**src/rtl/pe_pkg.sv**
```systemverilog
// Package: shared constants for the priority encoder slices.
// Assumes every slice serves exactly LANES request lines.
package pe_pkg;
    localparam int LANES  = 8;
    localparam int LANE_W = $clog2(LANES);
endpackage

```
**src/rtl/pe_stage.sv**
```systemverilog
// Module: one eight-line active-low priority encoder slice.
// The highest asserted line wins, and the code is its complemented index.
// Assumes: purely combinational; en_n high forces every output high.
module pe_stage
    import pe_pkg::*;
(
    input  logic [LANES-1:0]  req_n,
    input  logic              en_n,
    output logic [LANE_W-1:0] code_n,
    output logic              grp_n,
    output logic              eo_n
);
    logic [LANE_W-1:0] idx;
    logic              hit;

    // Purpose: scan upward so that the highest asserted line overwrites lower ones.
    always_comb begin
        idx = '0;
        hit = 1'b0;
        for (int i = 0; i < LANES; i++) begin
            if (!req_n[i]) begin
                idx = LANE_W'(i);
                hit = 1'b1;
            end
        end
    end

    // Purpose: apply enable gating and form the active-low outputs.
    always_comb begin
        code_n = en_n ? '1 : ~idx;
        grp_n  = en_n | ~hit;
        eo_n   = en_n | hit;
    end
endmodule

```
**src/rtl/pe_code_merge.sv**
```systemverilog
// Module: merges the low code bits of all slices by a bitwise AND.
// Assumes that idle or disabled slices present all ones, so at most one slice pulls bits low.
module pe_code_merge
    import pe_pkg::*;
#(
    parameter int STAGES = 2
) (
    input  logic [STAGES*LANE_W-1:0] codes_n,
    output logic [LANE_W-1:0]        low_n
);
    // Purpose: AND the active-low codes of all slices.
    always_comb begin
        low_n = '1;
        for (int k = 0; k < STAGES; k++) begin
            low_n = low_n & codes_n[k*LANE_W +: LANE_W];
        end
    end
endmodule

```
**src/rtl/pe_group_select.sv**
```systemverilog
// Module: forms the upper code bits from the slice found flags.
// Assumes at most one found flag is low at a time, which the enable chain guarantees.
module pe_group_select #(
    parameter int STAGES = 2,
    localparam int SEL_W = $clog2(STAGES)
) (
    input  logic [STAGES-1:0] grp_n,
    output logic [SEL_W-1:0]  sel_n
);
    logic [SEL_W-1:0] sel;

    // Purpose: encode the number of the slice whose found flag is low, then complement it.
    always_comb begin
        sel = '0;
        for (int k = 0; k < STAGES; k++) begin
            if (!grp_n[k]) sel = sel | SEL_W'(k);
        end
        sel_n = ~sel;
    end
endmodule

```
**src/rtl/prio_enc_cascade.sv**
```systemverilog
// Module: a wide active-low priority encoder built by chaining eight-line slices.
// Slice STAGES-1 serves the top lines and takes the external enable.
// Each lower slice is enabled by the pass-on output of the slice above it.
// Assumes STAGES >= 2; the logic is purely combinational.
module prio_enc_cascade
    import pe_pkg::*;
#(
    parameter int STAGES = 2,
    localparam int SEL_W  = $clog2(STAGES),
    localparam int NREQ   = STAGES * LANES,
    localparam int CODE_W = LANE_W + SEL_W
) (
    input  logic              en_in_n,
    input  logic [NREQ-1:0]   req_n,
    output logic [CODE_W-1:0] code_n,
    output logic              grp_n,
    output logic              en_out_n
);
    logic [STAGES-1:0]        st_en_n;
    logic [STAGES-1:0]        st_eo_n;
    logic [STAGES-1:0]        st_grp_n;
    logic [STAGES*LANE_W-1:0] st_code_n;
    logic [LANE_W-1:0]        low_n;
    logic [SEL_W-1:0]         sel_n;

    for (genvar k = 0; k < STAGES; k++) begin : g_stage
        if (k == STAGES - 1) begin : g_top
            assign st_en_n[k] = en_in_n;
        end else begin : g_chain
            assign st_en_n[k] = st_eo_n[k+1];
        end

        pe_stage u_stage (
            .req_n  (req_n[k*LANES +: LANES]),
            .en_n   (st_en_n[k]),
            .code_n (st_code_n[k*LANE_W +: LANE_W]),
            .grp_n  (st_grp_n[k]),
            .eo_n   (st_eo_n[k])
        );
    end

    pe_code_merge #(.STAGES(STAGES)) u_merge (
        .codes_n (st_code_n),
        .low_n   (low_n)
    );

    pe_group_select #(.STAGES(STAGES)) u_gsel (
        .grp_n (st_grp_n),
        .sel_n (sel_n)
    );

    // Purpose: assemble the combined outputs from the merged slice results.
    always_comb begin
        code_n   = {sel_n, low_n};
        grp_n    = &st_grp_n;
        en_out_n = st_eo_n[0];
    end
endmodule

```
**config.mk**
```make
export PLATFORM = sky130hd
export DESIGN_NAME = prio_enc_cascade
export DESIGN_NICKNAME = d
export VERILOG_FILES = /design/src/rtl/pe_pkg.sv /design/src/rtl/pe_stage.sv /design/src/rtl/pe_code_merge.sv /design/src/rtl/pe_group_select.sv /design/src/rtl/prio_enc_cascade.sv
export SDC_FILE = /design/constraint.sdc
export NUM_CORES = 1
export LEC_CHECK = 0
export BUFFER_PORTS_ARGS = -buffer_cell sky130_fd_sc_hd__buf_2
export CORE_AREA = 2 2 39 41
export DETAILED_ROUTE_END_ITERATION = 7
export DIE_AREA = 0 0 41 43
export PLACE_DENSITY_LB_ADDON = 0.12
export RECOVER_POWER = 25
export SETUP_SLACK_MARGIN = 0.2
export SLEW_MARGIN = 5
export SYNTH_ARGS = -nofsm -noshare
export SYNTH_HDL_FRONTEND = slang
export SYNTH_SLANG_ARGS = --single-unit
```
**constraint.sdc**
```tcl
create_clock -name vclk -period 2.1
set_input_delay 0.21 -clock vclk [all_inputs]
set_output_delay 0.21 -clock vclk [all_outputs]
set_load 0.01 [all_outputs]
```
## Yosys cells after proc, flatten, opt, wreduce, memory -nomap -nowiden

Cells that the tools add are included.

| cells by class | value |
|---|---|
| reduce and logical (&&, ||, !) cells | 1 |
| multiplexer cells | 32 |
| bitwise logic cells | 9 |

Operators by type and width:

| cell | number |
|---|---|
| $mux W3 | 10 |
| $mux W1 | 18 |
| $mux W2 | 4 |
| $not A3 Y3 | 2 |
| $or A1 B1 Y1 | 4 |
| $and A3 B3 Y3 | 1 |
| $not A1 Y1 | 2 |
| $reduce_and A2 Y1 | 1 |

| word-level totals | value |
|---|---|
| output and inout bits | 6 |
| bits of input ports | 17 |
| flip-flop bits (word level) | 0 |
| word-level logic and storage cells | 42 |

## Depth between registers and ports, before layout

Gate-level depths: netlist of run 1.

| logic depth | value |
|---|---|
| word-level depth | 11 |
| depth in mapped cells | 4 |
| mapped depth without buffers | 4 |

## Modules after synthesis

A second synthesis of run 1 with hierarchy kept.

| unflattened totals | value |
|---|---|
| cell total of the unflattened synthesis | 36 |
| area total of the unflattened synthesis | 197.7 um^2 |

By module, submodules not included:

| module | times used | area each (um^2) | cells each |
|---|---|---|---|
| pe_stage | 2 | 78.8 | 15 |
| pe_code_merge | 1 | 18.8 | 3 |
| prio_enc_cascade | 1 | 13.8 | 2 |
| pe_group_select | 1 | 7.5 | 1 |

## Worst setup path before layout of run 1

No wires, ideal clock.

| path | value |
|---|---|
| path kind | input to output |
| start | input port req_n[8] |
| end | output port grp_n |
| path buffers | 0 |
| cell stages on the path | 4 |
| path slack | 988 ps |
| data arrival time | 902 ps |
| path through | nand4_1 -> or2_4 -> nor3_2 -> or2_1 |

| on the way | value |
|---|---|
| word-level cells in the longest chain between the ends | 11 |

Ends and longest elaborated chain:

| item | RTL line | text |
|---|---|---|
| start: declaration | prio_enc_cascade.sv:14 | `input logic [NREQ-1:0] req_n,` |
| $mux W1 (*) (8 in a row) | pe_stage.sv:21 | `if (!req_n[i]) begin` |
| $or A1 B1 Y1 or $not A1 Y1 (tied branches) | pe_stage.sv:32, pe_stage.sv:31 |  |
| $or A1 B1 Y1 | pe_stage.sv:31 | `grp_n = en_n \| ~hit;` |
| $reduce_and A2 Y1 (*) | prio_enc_cascade.sv:55 | `grp_n = &st_grp_n;` |
| end: declaration | prio_enc_cascade.sv:16 | `output logic grp_n,` |

Mark *: on every way between the ends. The rest lies on a longest branch, timed or not.

## Worst setup path after layout of run 1

| path | value |
|---|---|
| start | input port req_n[10] |
| end | output port grp_n |

| on the way | value |
|---|---|
| word-level cells in the longest chain between the ends | 9 |

Ends and longest elaborated chain:

| item | RTL line |
|---|---|
| $mux W1 (*) (6 in a row) | pe_stage.sv:21 |
| $or A1 B1 Y1 or $not A1 Y1 (tied branches) | pe_stage.sv:32, pe_stage.sv:31 |
| $or A1 B1 Y1 | pe_stage.sv:31 |
| $reduce_and A2 Y1 (*) | prio_enc_cascade.sv:55 |

Marks and branches as above.

==> flow_summary.rst, run 1 <==
.. list-table::
   :header-rows: 1

   * - Metric
     - Value
   * - Status
     - finished, final reports clean
   * - Most used cell along the critical path
     - sky130_fd_sc_hd__buf_2
   * - Final setup violation count
     - 0
   * - Cell-by-cell listing of the critical path
     - buf_2 -> nand4_1 -> or2_4 -> nor3_2 -> or2_1 -> buf_2
   * - Total power per unit cell area
     - roughly 150 nW/µm²
   * - Worst min-delay path class
     - input pin to output port
   * - Area taken by multi-input logic gates
     - about 170 µm²
   * - Row count
     - 14
   * - Max stage delay on crit path
     - between 200 and 300 ps
   * - Post-cts resize count
     - 0
   * - Final routed wire length divided by cell count
     - 8.57 µm
   * - Critical Path Sink Type
     - output port
   * - Crit path to
     - grp_n
   * - Leak
     - roughly 0.16 nW
   * - Launching element type of the critical path
     - input pin
   * - Antenna violations before repair
     - 0
   * - Area enclosed by the die boundary
     - approximately 1800 µm²
   * - Source of the critical timing path
     - req_n[10]
   * - Core area
     - roughly 1400 µm²
   * - Final number of max-transition violations
     - 0
   * - Slowest stage cell, crit path
     - sky130_fd_sc_hd__or2_4
   * - Die height
     - between 40 and 50 µm
   * - Most common cell after layout, fill and taps aside
     - sky130_fd_sc_hd__buf_2
   * - Number of iterations in the first detailed-routing pass
     - 2
   * - Number of global-route vias before repair
     - between 200 and 250
   * - First-pass GRT wire length
     - 800 µm
   * - Buf/Inv on CP
     - 2
   * - Remaining DRCs
     - 0
   * - Cells after Synth
     - 31
   * - GP Congestion
     - between 0.6 and 0.7
   * - Synth warn
     - 0
   * - Fill count
     - 166
   * - Share of layout cells above drive strength 1
     - about half
   * - Maximum number of pins on one net before global-route repair
     - 8
   * - Final Critical Period
     - 1330 ps
   * - Detailed placement HPWL
     - approximately 560 µm
   * - Sequential cell area
     - 0 µm²
   * - RSZ-0062 raised after global routing
     - false
   * - Hold path startpoint
     - en_in_n
   * - Average cell area after synthesis
     - 6.22 µm²
   * - CP arrival
     - about 1100 ps
   * - Via-to-Cell Ratio
     - ~4.3
   * - Syn Std Cell Area
     - approximately 190 µm²
   * - Setup CP Type
     - input pin to output port
   * - Fin Setup TNS
     - 0 ps
   * - Syn_nets
     - 48
   * - Postcts setup bufs
     - 0
   * - Effective utilization at floorplan
     - around 14%
   * - Worst endpoint required time
     - between 1500 and 2000 ps
   * - Slew Limit Headroom
     - between 80% and 90%
   * - Maximum net fanout on the critical path
     - 4
   * - Total vias in the final route
     - between 200 and 300
   * - Post-layout nets
     - between 70 and 80
   * - Final Cycle Share
     - between 60% and 70%
   * - Overall global routing resource usage
     - around 6.0%
   * - Final hold slack
     - roughly 760 ps
   * - Layout Area Growth over Synthesis
     - 65.6%
   * - Sequential-to-total area share from yosys stat
     - 0%
   * - Width of the die
     - 41 µm
   * - Maximum operating frequency
     - 750 MHz
   * - Max-cap violation count
     - 0
   * - Cell count along the critical path
     - 6
   * - DRC marker count from the first detailed-route iteration
     - 2
   * - Port-buffer cells
     - 23
   * - Slew @ Worst Pin
     - ~160 ps
   * - Clock buffer count in the final layout
     - 0
   * - Critical path's top delay family
     - simple AND/OR/NAND/NOR gates
   * - Ant. Diodes
     - 0
   * - Largest vdd supply drop
     - around 0.044 mV
   * - Post-synthesis cell type count
     - 19
   * - Antenna Nets Post-Route
     - 0
   * - Number of top-level pins
     - 23
   * - Num sequential
     - 0
   * - Final routed wirelength across all metal layers
     - around 590 µm
   * - Sum of overflow across all layers after global routing
     - 0
   * - Final hold violations
     - 0
   * - Top library cells by usage in the layout, fill and taps aside
     - 22 x sky130_fd_sc_hd__buf_2, 4 x sky130_fd_sc_hd__inv_1, 4 x sky130_fd_sc_hd__o21ai_0
   * - Hold bufs inserted after CTS
     - 0
-- metal layers --
layer,part of all wire [%],routed length [µm],GRT usage [%]
met5,0,0,0
met4,0,0,0
met3,10,62,0
met2,47,277,10.9
met1,42,251,7.91
-- synth_stat cells --
master / n / share of area [%]
sky130_fd_sc_hd__nor2_1: 1 / 1.9
sky130_fd_sc_hd__a31oi_1: 2 / 6.5
sky130_fd_sc_hd__nand4_1: 3 / 9.7
sky130_fd_sc_hd__nand3_1: 1 / 2.6
sky130_fd_sc_hd__nand4_2: 1 / 6.5
sky130_fd_sc_hd__nand2_1: 3 / 5.8
sky130_fd_sc_hd__or2_1: 1 / 3.2
sky130_fd_sc_hd__or2_4: 1 / 4.5
sky130_fd_sc_hd__o21bai_1: 1 / 3.9
sky130_fd_sc_hd__o2111ai_1: 1 / 4.5
sky130_fd_sc_hd__o21ai_0: 4 / 10
sky130_fd_sc_hd__inv_1: 4 / 7.8
sky130_fd_sc_hd__a31o_2: 1 / 4.5
sky130_fd_sc_hd__a2bb2oi_1: 1 / 4.5
sky130_fd_sc_hd__nor3_2: 1 / 5.2
sky130_fd_sc_hd__or2b_1: 1 / 3.9
sky130_fd_sc_hd__and2b_1: 1 / 3.9
sky130_fd_sc_hd__buf_4: 1 / 3.9
sky130_fd_sc_hd__nand2b_1: 2 / 6.5
-- through the flow --
stage | util (%) | instance area (µm²) | setup WS [ps] | std cells | power (mW)
after floorplan | - | 193 | 988 | 31 | 0.0206
after global placement | 23.1 | 320 | 771 | 69 | 0.0504
after detailed placement | 23.1 | 320 | 753 | 69 | 0.0503
after CTS | 23.1 | 320 | 753 | 69 | 0.0505
after global routing | 23.1 | 319 | 659 | 69 | 0.0544
final | 23.1 | 319 | 767 | 69 | 0.0491
-- power breakdown --
group | internal [mW] | switching, mW
Clock | 0 | 0
Sequential | 0 | 0
Combinational | 0.0248 | 0.0243
-- area by class of cell --
cell class	instances	share of cell area, %
Tap cell	16	6.27
Multi-Input combinational cell	26	53.3
Inverter	4	4.71
Timing Repair Buffer	23	35.7
-- worst min-delay path by stage --
stage | end | slack (ps) | cells past startpoint
after floorplan | grp_n | 540 | 1
after global placement | code_n[3] | 770 | 3
after detailed placement | grp_n | 770 | 3
after CTS | grp_n | 770 | 3
after global routing | code_n[3] | 800 | 3
final | code_n[3] | 760 | 3
-- kinds of logic after synthesis --
kind of cell	share of synthesized area, %
and+or+nand+nor	53.9
AOI/OAI and AO/OA	34.4
buffers and inverters	11.7
No activity file was read; power rests on OpenSTA's default activity.
==> run 2, diff against run 1 <==
Settings changed: ABC_AREA from default to 1.
Clock period 2.1 ns to 1.3 ns, I/O delays scaled along.
==> flow_summary.rst, run 2 <==
.. list-table::
   :header-rows: 1

   * - Metric
     - Value
   * - Die height
     - 43 µm (unchanged)
   * - Final routed wirelength across all metal layers
     - 617 µm (was 591 µm)
   * - Final Cycle Share
     - about 80%
   * - Area enclosed by the die boundary
     - 1760 µm² (unchanged)
   * - Cell-by-cell listing of the critical path
     - buf_8 -> nand2_4 -> nor3_4 -> nand2_2 -> nor2_2 -> nand2_1 -> nand2_1 -> inv_1 -> buf_2 (was buf_2 -> nand4_1 -> or2_4 -> nor3_2 -> or2_1 -> buf_2)
   * - Cells after Synth
     - 47 (was 31)
   * - Sequential-to-total area share from yosys stat
     - 0% (unchanged)
   * - Syn_nets
     - 64 (was 48)
   * - First-pass GRT wire length
     - 924 µm (was 800 µm)
   * - Core area
     - 1380 µm² (unchanged)
   * - Width of the die
     - 41 µm (unchanged)
   * - Total vias in the final route
     - 340 (was 294)
   * - Final Critical Period
     - about 1000 ps
   * - Number of iterations in the first detailed-routing pass
     - 1 (was 2)
   * - Effective utilization at floorplan
     - 14.6% (was 13.9%)
   * - Final hold slack
     - 560 ps (was 762 ps)
   * - Setup CP Type
     - input pin to output port (unchanged)
   * - Ant. Diodes
     - 0 (unchanged)
   * - Num sequential
     - 0 (unchanged)
   * - Critical path's top delay family
     - simple AND/OR/NAND/NOR gates (unchanged)
   * - RSZ-0062 raised after global routing
     - true (was false)
   * - CP arrival
     - 910 ps (was 1120 ps)
   * - Slowest stage cell, crit path
     - sky130_fd_sc_hd__nor3_4 (was sky130_fd_sc_hd__or2_4)
   * - Synth cell count leaders
     - 26 x sky130_fd_sc_hd__nand2_1, 7 x sky130_fd_sc_hd__inv_1, 4 x sky130_fd_sc_hd__nor2_1, 2 x sky130_fd_sc_hd__a21oi_1 (was 4 x sky130_fd_sc_hd__inv_1, 4 x sky130_fd_sc_hd__o21ai_0, 3 x sky130_fd_sc_hd__nand2_1, 3 x sky130_fd_sc_hd__nand4_1)
   * - Number of top-level pins
     - 23 (unchanged)
   * - Average cell area after synthesis
     - 4.31 µm² (was 6.22 µm²)
   * - Most area-consuming cells after synthesis
     - sky130_fd_sc_hd__nand2_1 48%, sky130_fd_sc_hd__inv_1 13%, sky130_fd_sc_hd__nor2_1 7.4% (was sky130_fd_sc_hd__o21ai_0 10%, sky130_fd_sc_hd__nand4_1 9.7%, sky130_fd_sc_hd__inv_1 7.8%)
   * - Sum of overflow across all layers after global routing
     - 0 (unchanged)
   * - Remaining DRCs
     - 0 (unchanged)
   * - Layout Area Growth over Synthesis
     - 93.2% (was 65.6%)
   * - Post-layout nets
     - 90 (was 72)
   * - Total power per unit cell area
     - 250 nW/µm² (was 154 nW/µm²)
   * - Largest vdd supply drop
     - 0.0630 mV (was 0.0438 mV)
   * - Clock buffer count in the final layout
     - 0 (unchanged)
   * - Post-Place Setup Slack
     - 181 ps (was 753 ps)
   * - Fill count
     - 170 (was 166)
   * - Final critical-path setup slack
     - 264 ps (was 767 ps)
   * - Most numerous cell in the Yosys netlist
     - sky130_fd_sc_hd__nand2_1
   * - Share of layout cells above drive strength 1
     - 45.1% (was 49.1%)
   * - Final number of max-transition violations
     - 0 (unchanged)
   * - Post-synthesis cell type count
     - 12 (was 19)
   * - Row count
     - 14 (unchanged)
   * - Top library cells by usage in the layout, fill and taps aside
     - 25 x sky130_fd_sc_hd__nand2_1, 19 x sky130_fd_sc_hd__buf_2, 5 x sky130_fd_sc_hd__inv_1 (was 22 x sky130_fd_sc_hd__buf_2, 4 x sky130_fd_sc_hd__inv_1, 4 x sky130_fd_sc_hd__o21ai_0)
   * - Final routed wire length divided by cell count
     - 7.09 µm (was 8.57 µm)
   * - Most used cell along the critical path
     - sky130_fd_sc_hd__nand2_1 (was sky130_fd_sc_hd__buf_2)
   * - Syn Std Cell Area
     - 203 µm² (was 193 µm²)
   * - Final hold violations
     - 0 (unchanged)
   * - Number of global-route vias before repair
     - 260 (was 222)
   * - Max-cap violation count
     - 0 (unchanged)
   * - Most common cell after layout, fill and taps aside
     - sky130_fd_sc_hd__nand2_1 (was sky130_fd_sc_hd__buf_2)
   * - Worst endpoint required time
     - 1170 ps (was 1890 ps)
   * - Antenna Nets Post-Route
     - 0 (unchanged)
   * - Area fraction of the dominant cell type after synthesis
     - 48.1% (was 10.4%)
   * - Maximum operating frequency
     - 965 MHz
   * - Launching element type of the critical path
     - input pin (unchanged)
   * - Detailed placement HPWL
     - 541 µm (was 559 µm)
   * - Via-to-Cell Ratio
     - 3.91 (was 4.26)
   * - Critical Path Sink Type
     - output port (unchanged)
   * - GP Congestion
     - 0.616 (was 0.632)
   * - Final setup violation count
     - 0 (unchanged)
   * - Leak
     - 0.224 nW (was 0.162 nW)
   * - Synth warn
     - 0 (unchanged)
   * - Overall global routing resource usage
     - 7.09% (was 5.99%)
   * - Fin Setup TNS
     - 0 ps (unchanged)
   * - Slew @ Worst Pin
     - 169 ps (was 161 ps)
   * - Sequential cell area
     - 0 µm² (unchanged)
   * - Slew Limit Headroom
     - 88.7% (was 89.2%)
   * - Cell taking the most area after synthesis
     - sky130_fd_sc_hd__nand2_1 (was sky130_fd_sc_hd__o21ai_0)
   * - DRC marker count from the first detailed-route iteration
     - 0 (was 2)
   * - Final core area utilization
     - 28.3% (was 23.1%)
   * - Status
     - finished, final reports clean (unchanged)
   * - Maximum net fanout on the critical path
     - 4 (unchanged)
   * - Buf/Inv on CP
     - 3 (was 2)
   * - Maximum number of pins on one net before global-route repair
     - 6 (was 8)
   * - Max stage delay on crit path
     - 170 ps (was 280 ps)
   * - Worst min-delay path class
     - input pin to output port (unchanged)
   * - Port-buffer cells
     - 23 (unchanged)
   * - Antenna violations before repair
     - 0 (unchanged)
-- run 2: area by class of cell --
type / instances / area [µm²] / share of cell area (%)
multi-input combinational: 39 / 190 / 48.6
inverter: 7 / 26.3 / 6.71
tap: 16 / 20.0 / 5.11
timing repair buffer: 25 / 155 / 39.6
-- run 2: kinds of logic after synthesis --
logic type      count (synthesis)  share of synthesized area, %
compound gates                  4                          11.1
buf+inv                         8                          16.7
simple gates                   35                          72.2
-- run 2: stage by stage --
stage	power, mW	area (µm²)	std cells
final	0.0979	392	87
after global routing	0.112	392	87
after CTS	0.0934	372	87
after detailed placement	0.0823	330	85
after global placement	0.0835	330	85
after floorplan	0.0402	203	47
-- run 2: final timing paths --
check	startpoint	endpoint	cells past startpoint
setup / recovery	req_n[13]	code_n[0]	9
hold / removal	en_in_n	en_out_n	4
-- run 2: per-layer routing --
layer / wire (µm) / global-route usage, % / vias up
li1: - / - / 190
met1: 259 / 8.23 / 133
met2: 279 / 12.8 / 17
met3: 78 / 2.09 / 0
met4: 0 / 0 / 0
met5: 0 / 0 / -
-- run 2: worst min-delay path, cell delays in order --
cell                      delay (ps)
sky130_fd_sc_hd__buf_2            90
sky130_fd_sc_hd__nor2_2           40
sky130_fd_sc_hd__nand2_1          40
sky130_fd_sc_hd__buf_2           120
-- run 2: where the power goes --
group	internal (mW)	total (mW)	switching (mW)
logic	0.0496	0.0979	0.0483
registers	0	0	0
clock network	0	0	0
-- run 2: timing repair --
action                                 CTS  global route
setup endpoints to repair                2             3
buffers inserted                         2             0
pin swaps                                6             5
cloned                                   0             0
endpoints found under the hold margin    0             0
hold buffers                             0             0
resized for setup                        6             7
